$ cat src/rtl/pwm_align_pkg.sv
package pwm_align_pkg;

   typedef enum logic [1:0] {
      FLD_PERIOD = 2'd0,
      FLD_WIDTH  = 2'd1,
      FLD_OFFSET = 2'd2,
      FLD_CTRL   = 2'd3
   } fld_e;

   typedef struct packed {
      logic auto_sync;
      logic force_now;
      logic start_now;
      logic soft_rst;
   } opt_t;

   localparam int CTRL_SRST_BIT  = 0;
   localparam int CTRL_START_BIT = 1;
   localparam int CTRL_FORCE_BIT = 2;
   localparam int CTRL_AUTO_BIT  = 3;
   localparam int CTRL_LOAD_BIT  = 4;
   localparam int CTRL_EN_LSB    = 8;

endpackage

$ cat src/rtl/pwm_align_regs.sv
module pwm_align_regs
   import pwm_align_pkg::*;
#(
   parameter int N_CH            = 3,
   parameter int CNT_W           = 16,
   parameter int DATA_W          = 32,
   parameter int CH_W            = 2,
   parameter bit DFLT_SOFT_RST   = 1'b0,
   parameter bit DFLT_START_NOW  = 1'b1,
   parameter bit DFLT_FORCE      = 1'b1,
   parameter bit DFLT_AUTO_SYNC  = 1'b1,
   parameter bit DFLT_EN         = 1'b1
) (
   input  logic                        clk,
   input  logic                        rst_n,
   input  logic                        wr_en,
   input  logic [CH_W+1:0]             wr_addr,
   input  logic [DATA_W-1:0]           wr_data,
   output opt_t                        opt,
   output logic [N_CH-1:0]             ch_en,
   output logic                        load_pulse,
   output logic [N_CH-1:0][CNT_W-1:0]  per_sh,
   output logic [N_CH-1:0][CNT_W-1:0]  wid_sh,
   output logic [N_CH-1:0][CNT_W-1:0]  off_sh
);

   fld_e            wr_fld;
   logic [CH_W-1:0] wr_ch;
   logic            ctrl_hit;

   assign wr_fld     = fld_e'(wr_addr[1:0]);
   assign wr_ch      = wr_addr[CH_W+1:2];
   assign ctrl_hit   = wr_en && (wr_fld == FLD_CTRL) && (wr_ch == '0);
   assign load_pulse = ctrl_hit && wr_data[CTRL_LOAD_BIT];

   logic unused_wdata;
   assign unused_wdata = ^wr_data;

   always_ff @(posedge clk or negedge rst_n) begin
      if (!rst_n) begin
         opt.soft_rst  <= DFLT_SOFT_RST;
         opt.start_now <= DFLT_START_NOW;
         opt.force_now <= DFLT_FORCE;
         opt.auto_sync <= DFLT_AUTO_SYNC;
         ch_en         <= {N_CH{DFLT_EN}};
      end else if (ctrl_hit) begin
         opt.soft_rst  <= wr_data[CTRL_SRST_BIT];
         opt.start_now <= wr_data[CTRL_START_BIT];
         opt.force_now <= wr_data[CTRL_FORCE_BIT];
         opt.auto_sync <= wr_data[CTRL_AUTO_BIT];
         ch_en         <= wr_data[CTRL_EN_LSB +: N_CH];
      end
   end

   for (genvar i = 0; i < N_CH; i++) begin : g_shadow
      always_ff @(posedge clk or negedge rst_n) begin
         if (!rst_n) begin
            per_sh[i] <= '0;
            wid_sh[i] <= '0;
            off_sh[i] <= '0;
         end else if (wr_en && wr_ch == CH_W'(i)) begin
            case (wr_fld)
               FLD_PERIOD: per_sh[i] <= wr_data[CNT_W-1:0];
               FLD_WIDTH:  wid_sh[i] <= wr_data[CNT_W-1:0];
               FLD_OFFSET: off_sh[i] <= wr_data[CNT_W-1:0];
               default:    ;
            endcase
         end
      end
   end

endmodule

$ cat src/rtl/pwm_align_trig.sv
module pwm_align_trig (
   input  logic clk,
   input  logic rst_n,
   input  logic ext_sync,
   input  logic soft_rst,
   input  logic auto_sync,
   input  logic force_now,
   input  logic load_pulse,
   input  logic all_done,
   output logic align_o
);

   logic sync_q1, sync_q2, sync_q3;
   logic armed, pending;
   logic fall, trig;

   always_ff @(posedge clk or negedge rst_n) begin
      if (!rst_n) begin
         sync_q1 <= 1'b1;
         sync_q2 <= 1'b1;
         sync_q3 <= 1'b1;
      end else begin
         sync_q1 <= ext_sync;
         sync_q2 <= sync_q1;
         sync_q3 <= sync_q2;
      end
   end

   assign fall    = sync_q3 && !sync_q2;
   assign trig    = !soft_rst && fall && (auto_sync || armed);
   assign align_o = !soft_rst &&
                    (force_now ? trig : ((trig || pending) && all_done));

   always_ff @(posedge clk or negedge rst_n) begin
      if (!rst_n) begin
         armed   <= 1'b0;
         pending <= 1'b0;
      end else if (soft_rst) begin
         armed   <= 1'b0;
         pending <= 1'b0;
      end else begin
         armed   <= load_pulse || (armed && !trig);
         pending <= !force_now && (pending || trig) && !align_o;
      end
   end

   // without auto-sync and without an arm, nothing may align
   assert_armed_gate_R6: assert property (@(posedge clk) disable iff (!rst_n)
      (!auto_sync && !armed && !pending) |-> !align_o);

   // a forced alignment only happens on a detected sync falling edge
   assert_force_on_edge_R8: assert property (@(posedge clk) disable iff (!rst_n)
      (force_now && align_o) |-> (sync_q3 && !sync_q2));

   // a waiting request is consumed by the alignment
   assert_pending_clear_R8: assert property (@(posedge clk) disable iff (!rst_n)
      align_o |=> !pending);

   // soft reset blocks alignment
   assert_srst_no_align_R11: assert property (@(posedge clk) disable iff (!rst_n)
      soft_rst |-> !align_o);

endmodule

$ cat src/rtl/pwm_align_channel.sv
module pwm_align_channel #(
   parameter int CNT_W = 16
) (
   input  logic             clk,
   input  logic             rst_n,
   input  logic             soft_rst,
   input  logic             align,
   input  logic             start_now,
   input  logic             en,
   input  logic [CNT_W-1:0] per_sh,
   input  logic [CNT_W-1:0] wid_sh,
   input  logic [CNT_W-1:0] off_sh,
   output logic             pwm,
   output logic             done
);

   localparam int DLY_W = CNT_W + 1;

   logic             active;
   logic [CNT_W-1:0] per_a, wid_a, cnt;
   logic [DLY_W-1:0] dly;
   logic             last;

   assign last = (cnt == per_a - 1'b1);

   always_ff @(posedge clk or negedge rst_n) begin
      if (!rst_n) begin
         active <= 1'b0;
         per_a  <= '0;
         wid_a  <= '0;
         cnt    <= '0;
         dly    <= '0;
      end else if (soft_rst) begin
         active <= 1'b0;
         cnt    <= '0;
         dly    <= '0;
      end else if (align) begin
         active <= (per_sh != '0);
         per_a  <= per_sh;
         wid_a  <= wid_sh;
         cnt    <= '0;
         dly    <= {1'b0, off_sh} + (start_now ? '0 : {1'b0, per_sh});
      end else if (active) begin
         if (dly != '0) dly <= dly - 1'b1;
         else           cnt <= last ? '0 : cnt + 1'b1;
      end
   end

   assign pwm  = en && active && (dly == '0) && (cnt < wid_a);
   assign done = !en || !active || (dly != '0) || last;

   // the phase counter stays inside the period
   assert_cnt_in_range_R2: assert property (@(posedge clk) disable iff (!rst_n)
      active |-> (cnt < per_a));

   // zero width never drives high
   assert_zero_width_low_R9: assert property (@(posedge clk) disable iff (!rst_n)
      (wid_a == '0) |-> !pwm);

   // full width stays high across the wrap
   assert_full_duty_high_R9: assert property (@(posedge clk) disable iff (!rst_n)
      (en && active && dly == '0 && wid_a >= per_a) |-> pwm);

   // disabled channel is low
   assert_disabled_low_R10: assert property (@(posedge clk) disable iff (!rst_n)
      !en |-> !pwm);

   // the live settings only move at an alignment
   assert_hold_settings_R5: assert property (@(posedge clk) disable iff (!rst_n)
      (!align) |=> ($stable(per_a) && $stable(wid_a)));

   // soft reset idles the channel
   assert_srst_idle_R11: assert property (@(posedge clk) disable iff (!rst_n)
      soft_rst |=> (!active && !pwm));

endmodule

$ cat src/rtl/pwm_align_gen.sv
module pwm_align_gen
   import pwm_align_pkg::*;
#(
   parameter int N_CH           = 3,
   parameter int CNT_W          = 16,
   parameter int DATA_W         = 32,
   parameter bit DFLT_SOFT_RST  = 1'b0,
   parameter bit DFLT_START_NOW = 1'b1,
   parameter bit DFLT_FORCE     = 1'b1,
   parameter bit DFLT_AUTO_SYNC = 1'b1,
   parameter bit DFLT_EN        = 1'b1,
   localparam int CH_W          = (N_CH > 1) ? $clog2(N_CH) : 1,
   localparam int ADDR_W        = CH_W + 2
) (
   input  logic              clk,
   input  logic              rst_n,
   input  logic              cfg_wr,
   input  logic [ADDR_W-1:0] cfg_addr,
   input  logic [DATA_W-1:0] cfg_wdata,
   input  logic              ext_sync,
   output logic [N_CH-1:0]   pwm_out
);

   if (N_CH < 1 || N_CH > DATA_W - CTRL_EN_LSB) begin : g_bad_nch
      $error("pwm_align_gen: N_CH out of range");
   end
   if (CNT_W < 2 || CNT_W > DATA_W) begin : g_bad_cntw
      $error("pwm_align_gen: CNT_W out of range");
   end

   opt_t                       opt;
   logic [N_CH-1:0]            ch_en;
   logic                       load_pulse;
   logic [N_CH-1:0][CNT_W-1:0] per_sh, wid_sh, off_sh;
   logic [N_CH-1:0]            done;
   logic                       align;

   pwm_align_regs #(
      .N_CH(N_CH), .CNT_W(CNT_W), .DATA_W(DATA_W), .CH_W(CH_W),
      .DFLT_SOFT_RST(DFLT_SOFT_RST), .DFLT_START_NOW(DFLT_START_NOW),
      .DFLT_FORCE(DFLT_FORCE), .DFLT_AUTO_SYNC(DFLT_AUTO_SYNC),
      .DFLT_EN(DFLT_EN)
   ) i_regs (
      .clk(clk), .rst_n(rst_n), .wr_en(cfg_wr), .wr_addr(cfg_addr),
      .wr_data(cfg_wdata), .opt(opt), .ch_en(ch_en), .load_pulse(load_pulse),
      .per_sh(per_sh), .wid_sh(wid_sh), .off_sh(off_sh)
   );

   pwm_align_trig i_trig (
      .clk(clk), .rst_n(rst_n), .ext_sync(ext_sync), .soft_rst(opt.soft_rst),
      .auto_sync(opt.auto_sync), .force_now(opt.force_now),
      .load_pulse(load_pulse), .all_done(&done), .align_o(align)
   );

   for (genvar i = 0; i < N_CH; i++) begin : g_ch
      pwm_align_channel #(.CNT_W(CNT_W)) i_ch (
         .clk(clk), .rst_n(rst_n), .soft_rst(opt.soft_rst), .align(align),
         .start_now(opt.start_now), .en(ch_en[i]), .per_sh(per_sh[i]),
         .wid_sh(wid_sh[i]), .off_sh(off_sh[i]), .pwm(pwm_out[i]),
         .done(done[i])
      );
   end

   // outputs are all low the cycle after soft reset is seen
   assert_srst_outputs_low_R11: assert property (@(posedge clk) disable iff (!rst_n)
      opt.soft_rst |=> (pwm_out == '0));

endmodule

$ cat config.mk
export PLATFORM = sky130hd
export DESIGN_NAME = pwm_align_gen
export DESIGN_NICKNAME = d
export VERILOG_FILES = /design/src/rtl/pwm_align_pkg.sv /design/src/rtl/pwm_align_regs.sv /design/src/rtl/pwm_align_trig.sv /design/src/rtl/pwm_align_channel.sv /design/src/rtl/pwm_align_gen.sv
export SDC_FILE = /design/constraint.sdc
export NUM_CORES = 1
export LEC_CHECK = 0
export CORE_MARGIN = 5
export CORE_UTILIZATION = 40
export CTS_BUF_LIST = sky130_fd_sc_hd__clkbuf_8
export CTS_CLUSTER_SIZE = 25
export DETAILED_ROUTE_END_ITERATION = 8
export DONT_BUFFER_PORTS = 1
export MAX_ROUTING_LAYER = met4
export SLEW_MARGIN = 10
export SYNTH_ARGS = -nofsm -noshare
export SYNTH_HDL_FRONTEND = slang
export SYNTH_SLANG_ARGS = --single-unit
$ cat constraint.sdc
create_clock -name clk -period 6.23 [get_ports clk]
set_input_delay 1.869 -clock clk [delete_from_list [all_inputs] [get_ports clk]]
set_output_delay 1.869 -clock clk [all_outputs]
set_load 0.01 [all_outputs]
==> key figures <==
Clock network
  • Skew-Pair Late Insertion Delay: 0.63 ns
  • Root Buffer: clkbuf_8
  • Hold-fix buffers, CTS: 0
  • # resized after CTS: 0
  • CTS Buf Count: 66
  • # clock sinks: 354
  • CTS tree: yes
  • H-tree levels: 3
  • Post-CTS setup buffer count: 0
  • Clock-pin slew on the worst setup and hold paths: 0.06 ns
  • Clock tree buffer depth: 3

Routing
  • DRT Pass-1 Iters: 5
  • Met2 Wirelength: 21900 um
  • Post-DRT Antenna Nets: 0
  • Number of DRC markers in iteration 0: 812
  • Routed wire length: 48100 um
  • Drt wl/cell: 18.3 um
  • Post-route DRC: 0
  • Via/cell ratio: 5.46
  • Total number of vias: 14300
  • Max Used Layer: met4
  • Wl on met1: 22600 um
  • Metal3 WL: 2430 um

Synthesis
  • Yosys top cell by area: dfrtp_1
  • Cell variety after synth: 74
  • Post-synthesis sequential area ratio: 44.0%
  • Synth area leaders: dfrtp_1 (43%), mux2_2 (12%), ha_1 (6.3%), xnor2_1 (4.7%), xor2_1 (2.8%)
  • Post-synth ARST share: 100%
  • Yosys reg bits: 354
  • EDFF count, synth: 0
  • Net Count, Synth: 2043
  • Synth Instances: 1898
  • Top FF cell, synth: dfrtp_1
  • Syn. warnings: 0
  • Avg Cell Area, Syn: 10.6 um2
  • Post-synth top area share: 42.8%
  • Mapped cell area: 0.0202 mm2

Global route
  • Vias in the first global route: 14500
  • Initial antenna violation count: 6
  • First-pass GRT wire length: 78600 um
  • Global Route Usage Sum: 18.4%
  • Total congestion overflow: 0
  • Largest net degree at the start of global routing: 355

Timing
  • Minimum clock period: 5.69 ns
  • Unrepaired setup endpoints after global routing: no
  • FMAX: 0.176 GHz
  • Final hold vios: 0
  • Skew final: 0.0277 ns
  • Final worst slack: 0.540 ns
  • Final setup violation count: 0
  • Max-slew violations: 0
  • Worst-margin pin slew: 1.07 ns
  • Hold_ws: 0.366 ns
  • Setup TNS: 0 ns
  • Slew HR: 28.4%
  • Fin crit share: 91.3%

Worst setup path
  • Critical Path End Type: primary output
  • Reg-to-Reg Start: g_ch[2].i_ch.dly[3]
  • Worst Reg2Reg Path Length in Cells: 10
  • WP data required: 4.36 ns
  • R2r endpoint: g_ch[2].i_ch.wid_a[15]
  • CP arrival: 3.82 ns
  • Kind of critical path: reg2out
  • Flop2flop setup slack: 0.77 ns
  • Crit-path max FO: 7
  • Startpoint types: flop

Pwr
  • Leakage: 9.94 nW
  • Pwr Density: 425 mW/mm2
  • Max VDD drop: 233 uV

Final layout
  • P&R area growth vs syn: 10.1%
  • # fillers: 4787
  • Fraction of layout cells with a size suffix above 1: 20.3%
  • Post-route insts no fill: 2626
  • Nets: 2047

Hold path
  • WHS Endpoint: i_trig.sync_q2
  • Min-Delay Path Depth: 0
  • HP Class: reg2reg
  • Hold Path Origin: i_trig.sync_q1

Die
  • Die Width: 234 um
  • IO Count: 43
  • Starting Density: 40.3%
  • Die area: 0.0550 mm2
  • Die Ht: 234 um
  • Rows: 82
  • Core area: 0.0500 mm2

Placed design
  • Placement Setup Slack: 0.757 ns
  • Gpl congestion: 0.814
  • Port Buf Inserts: 0
  • HPWL Detailed: 32200 um
  • Placed cells: 2506

Status
  • Status: completed

Run
  • Number of max-cap violations: 0
per-layer routing:
metal / vias up / GRT usage, %
met5: - / -
met4: 0 / 5.20
met3: 90 / 3.47
met2: 287 / 28.3
met1: 7148 / 25.2
li1: 6812 / -
power by group:
part	switching, mW	internal, mW
sequential	0.658	3.00
combinational	1.69	1.72
clock	1.02	1.34
through the flow:
| step | area, um2 | util [%] | power, mW |
|---|---|---|---|
| after floorplan | 20200 | - | 6.30 |
| after global placement | 20800 | 41.6 | 6.95 |
| after detailed placement | 20800 | 41.6 | 7.07 |
| after CTS | 22200 | 44.4 | 9.50 |
| after global routing | 22200 | 44.4 | 10.1 |
| final | 22200 | 44.4 | 9.42 |
cells in the mapped netlist, types with 5 or more instances:
| cell type | instances |
|---|---|
| o21ai_0 | 43 |
| nand2_1 | 74 |
| o21a_1 | 6 |
| nor2b_1 | 62 |
| or4_1 | 12 |
| o41ai_1 | 5 |
| inv_1 | 78 |
| dfrtp_1 | 345 |
| or2_2 | 10 |
| o21bai_1 | 10 |
| xnor2_1 | 108 |
| nand3_1 | 34 |
| ha_1 | 102 |
| xor2_1 | 65 |
| dfstp_2 | 9 |
| a21oi_1 | 73 |
| nand4_1 | 33 |
| mux2_4 | 29 |
| nand2b_1 | 27 |
| nor2_1 | 149 |
| o31ai_1 | 5 |
| or3_1 | 13 |
| clkbuf_1 | 56 |
| a31oi_1 | 13 |
| and3_1 | 15 |
| mux2i_1 | 9 |
| a211oi_1 | 47 |
| a311oi_1 | 5 |
| nor4_1 | 33 |
| nor3_1 | 81 |
| buf_1 | 9 |
| buf_2 | 8 |
| a21o_1 | 26 |
| mux2_2 | 219 |
| nand3b_1 | 7 |
cells in the final DEF (no fill, tap or decap), drive strengths merged, types with 5 or more instances in the layout:
| master | count |
|---|---|
| a211oi | 47 |
| a21o | 26 |
| a21oi | 73 |
| a311oi | 5 |
| a31oi | 13 |
| and3 | 15 |
| buf | 17 |
| clkbuf | 87 |
| clkinv | 5 |
| dfrtp | 345 |
| dfstp | 9 |
| ha | 102 |
| inv | 99 |
| mux2 | 248 |
| mux2i | 9 |
| nand2 | 74 |
| nand2b | 27 |
| nand3 | 34 |
| nand3b | 7 |
| nand4 | 33 |
| nor2 | 149 |
| nor2b | 62 |
| nor3 | 81 |
| nor4 | 35 |
| o21a | 6 |
| o21ai | 45 |
| o21bai | 10 |
| o31ai | 5 |
| o41ai | 5 |
| or2 | 11 |
| or3 | 13 |
| or4 | 14 |
| xnor2 | 108 |
| xor2 | 65 |
worst max-delay path: stages, from the launching register on:
cell and delay, ns:
dfrtp_1 0.41, or4_1 0.61, or4_1 0.60, or4b_2 0.80, a2111oi_1 0.56, buf_4 0.22
flip-flops by register name, summed over array words and instances (netlist names), 4 cells and up:
signal	cells
g_ch.i_ch.cnt	48
g_ch.i_ch.dly	51
g_ch.i_ch.per_a	48
g_ch.i_ch.wid_a	48
i_regs.off_sh	48
i_regs.opt	4
i_regs.per_sh	48
i_regs.wid_sh	48
logic make-up (layout without fill, tap and decap cells):
family	count (synthesis)	count (layout)	share of synthesized area [%]
and+or+nand+nor	578	578	14.9
DFF	354	354	44.0
AOI/OAI and AO/OA	272	272	8.86
muxes	257	257	14.8
xor gates and xnor gates	173	173	7.52
buffers and inverters	159	214	3.22
adders and majority gates	105	105	6.63
other	0	1	0
how the worst max path moves through the flow:
stage / start / slack (ns) / endpoint
after CTS: g_ch[2].i_ch.dly[3] / 0.50 / pwm_out[2]
after floorplan: g_ch[2].i_ch.dly[3] / 1.54 / pwm_out[2]
after global routing: g_ch[2].i_ch.dly[3] / 0.32 / pwm_out[2]
after detailed placement: g_ch[2].i_ch.dly[3] / 0.76 / g_ch[2].i_ch.wid_a[15]
final: g_ch[2].i_ch.dly[3] / 0.54 / pwm_out[2]
after global placement: g_ch[2].i_ch.dly[3] / 0.78 / g_ch[2].i_ch.per_a[15]
area by class of cell:
class,count,area (um2),share of cell area [%]
Sequential cell,354,8870,40.0
Inverter,78,293,1.32
Multi-Input combinational cell,1385,10600,48.0
Clock inverter,32,204,0.919
Antenna cell,1,2.50,0.0113
Clock buffer,87,1200,5.40
Tap cell,672,841,3.79
Timing Repair Buffer,17,128,0.575
Note: power is estimated with default switching activity, not from simulation.
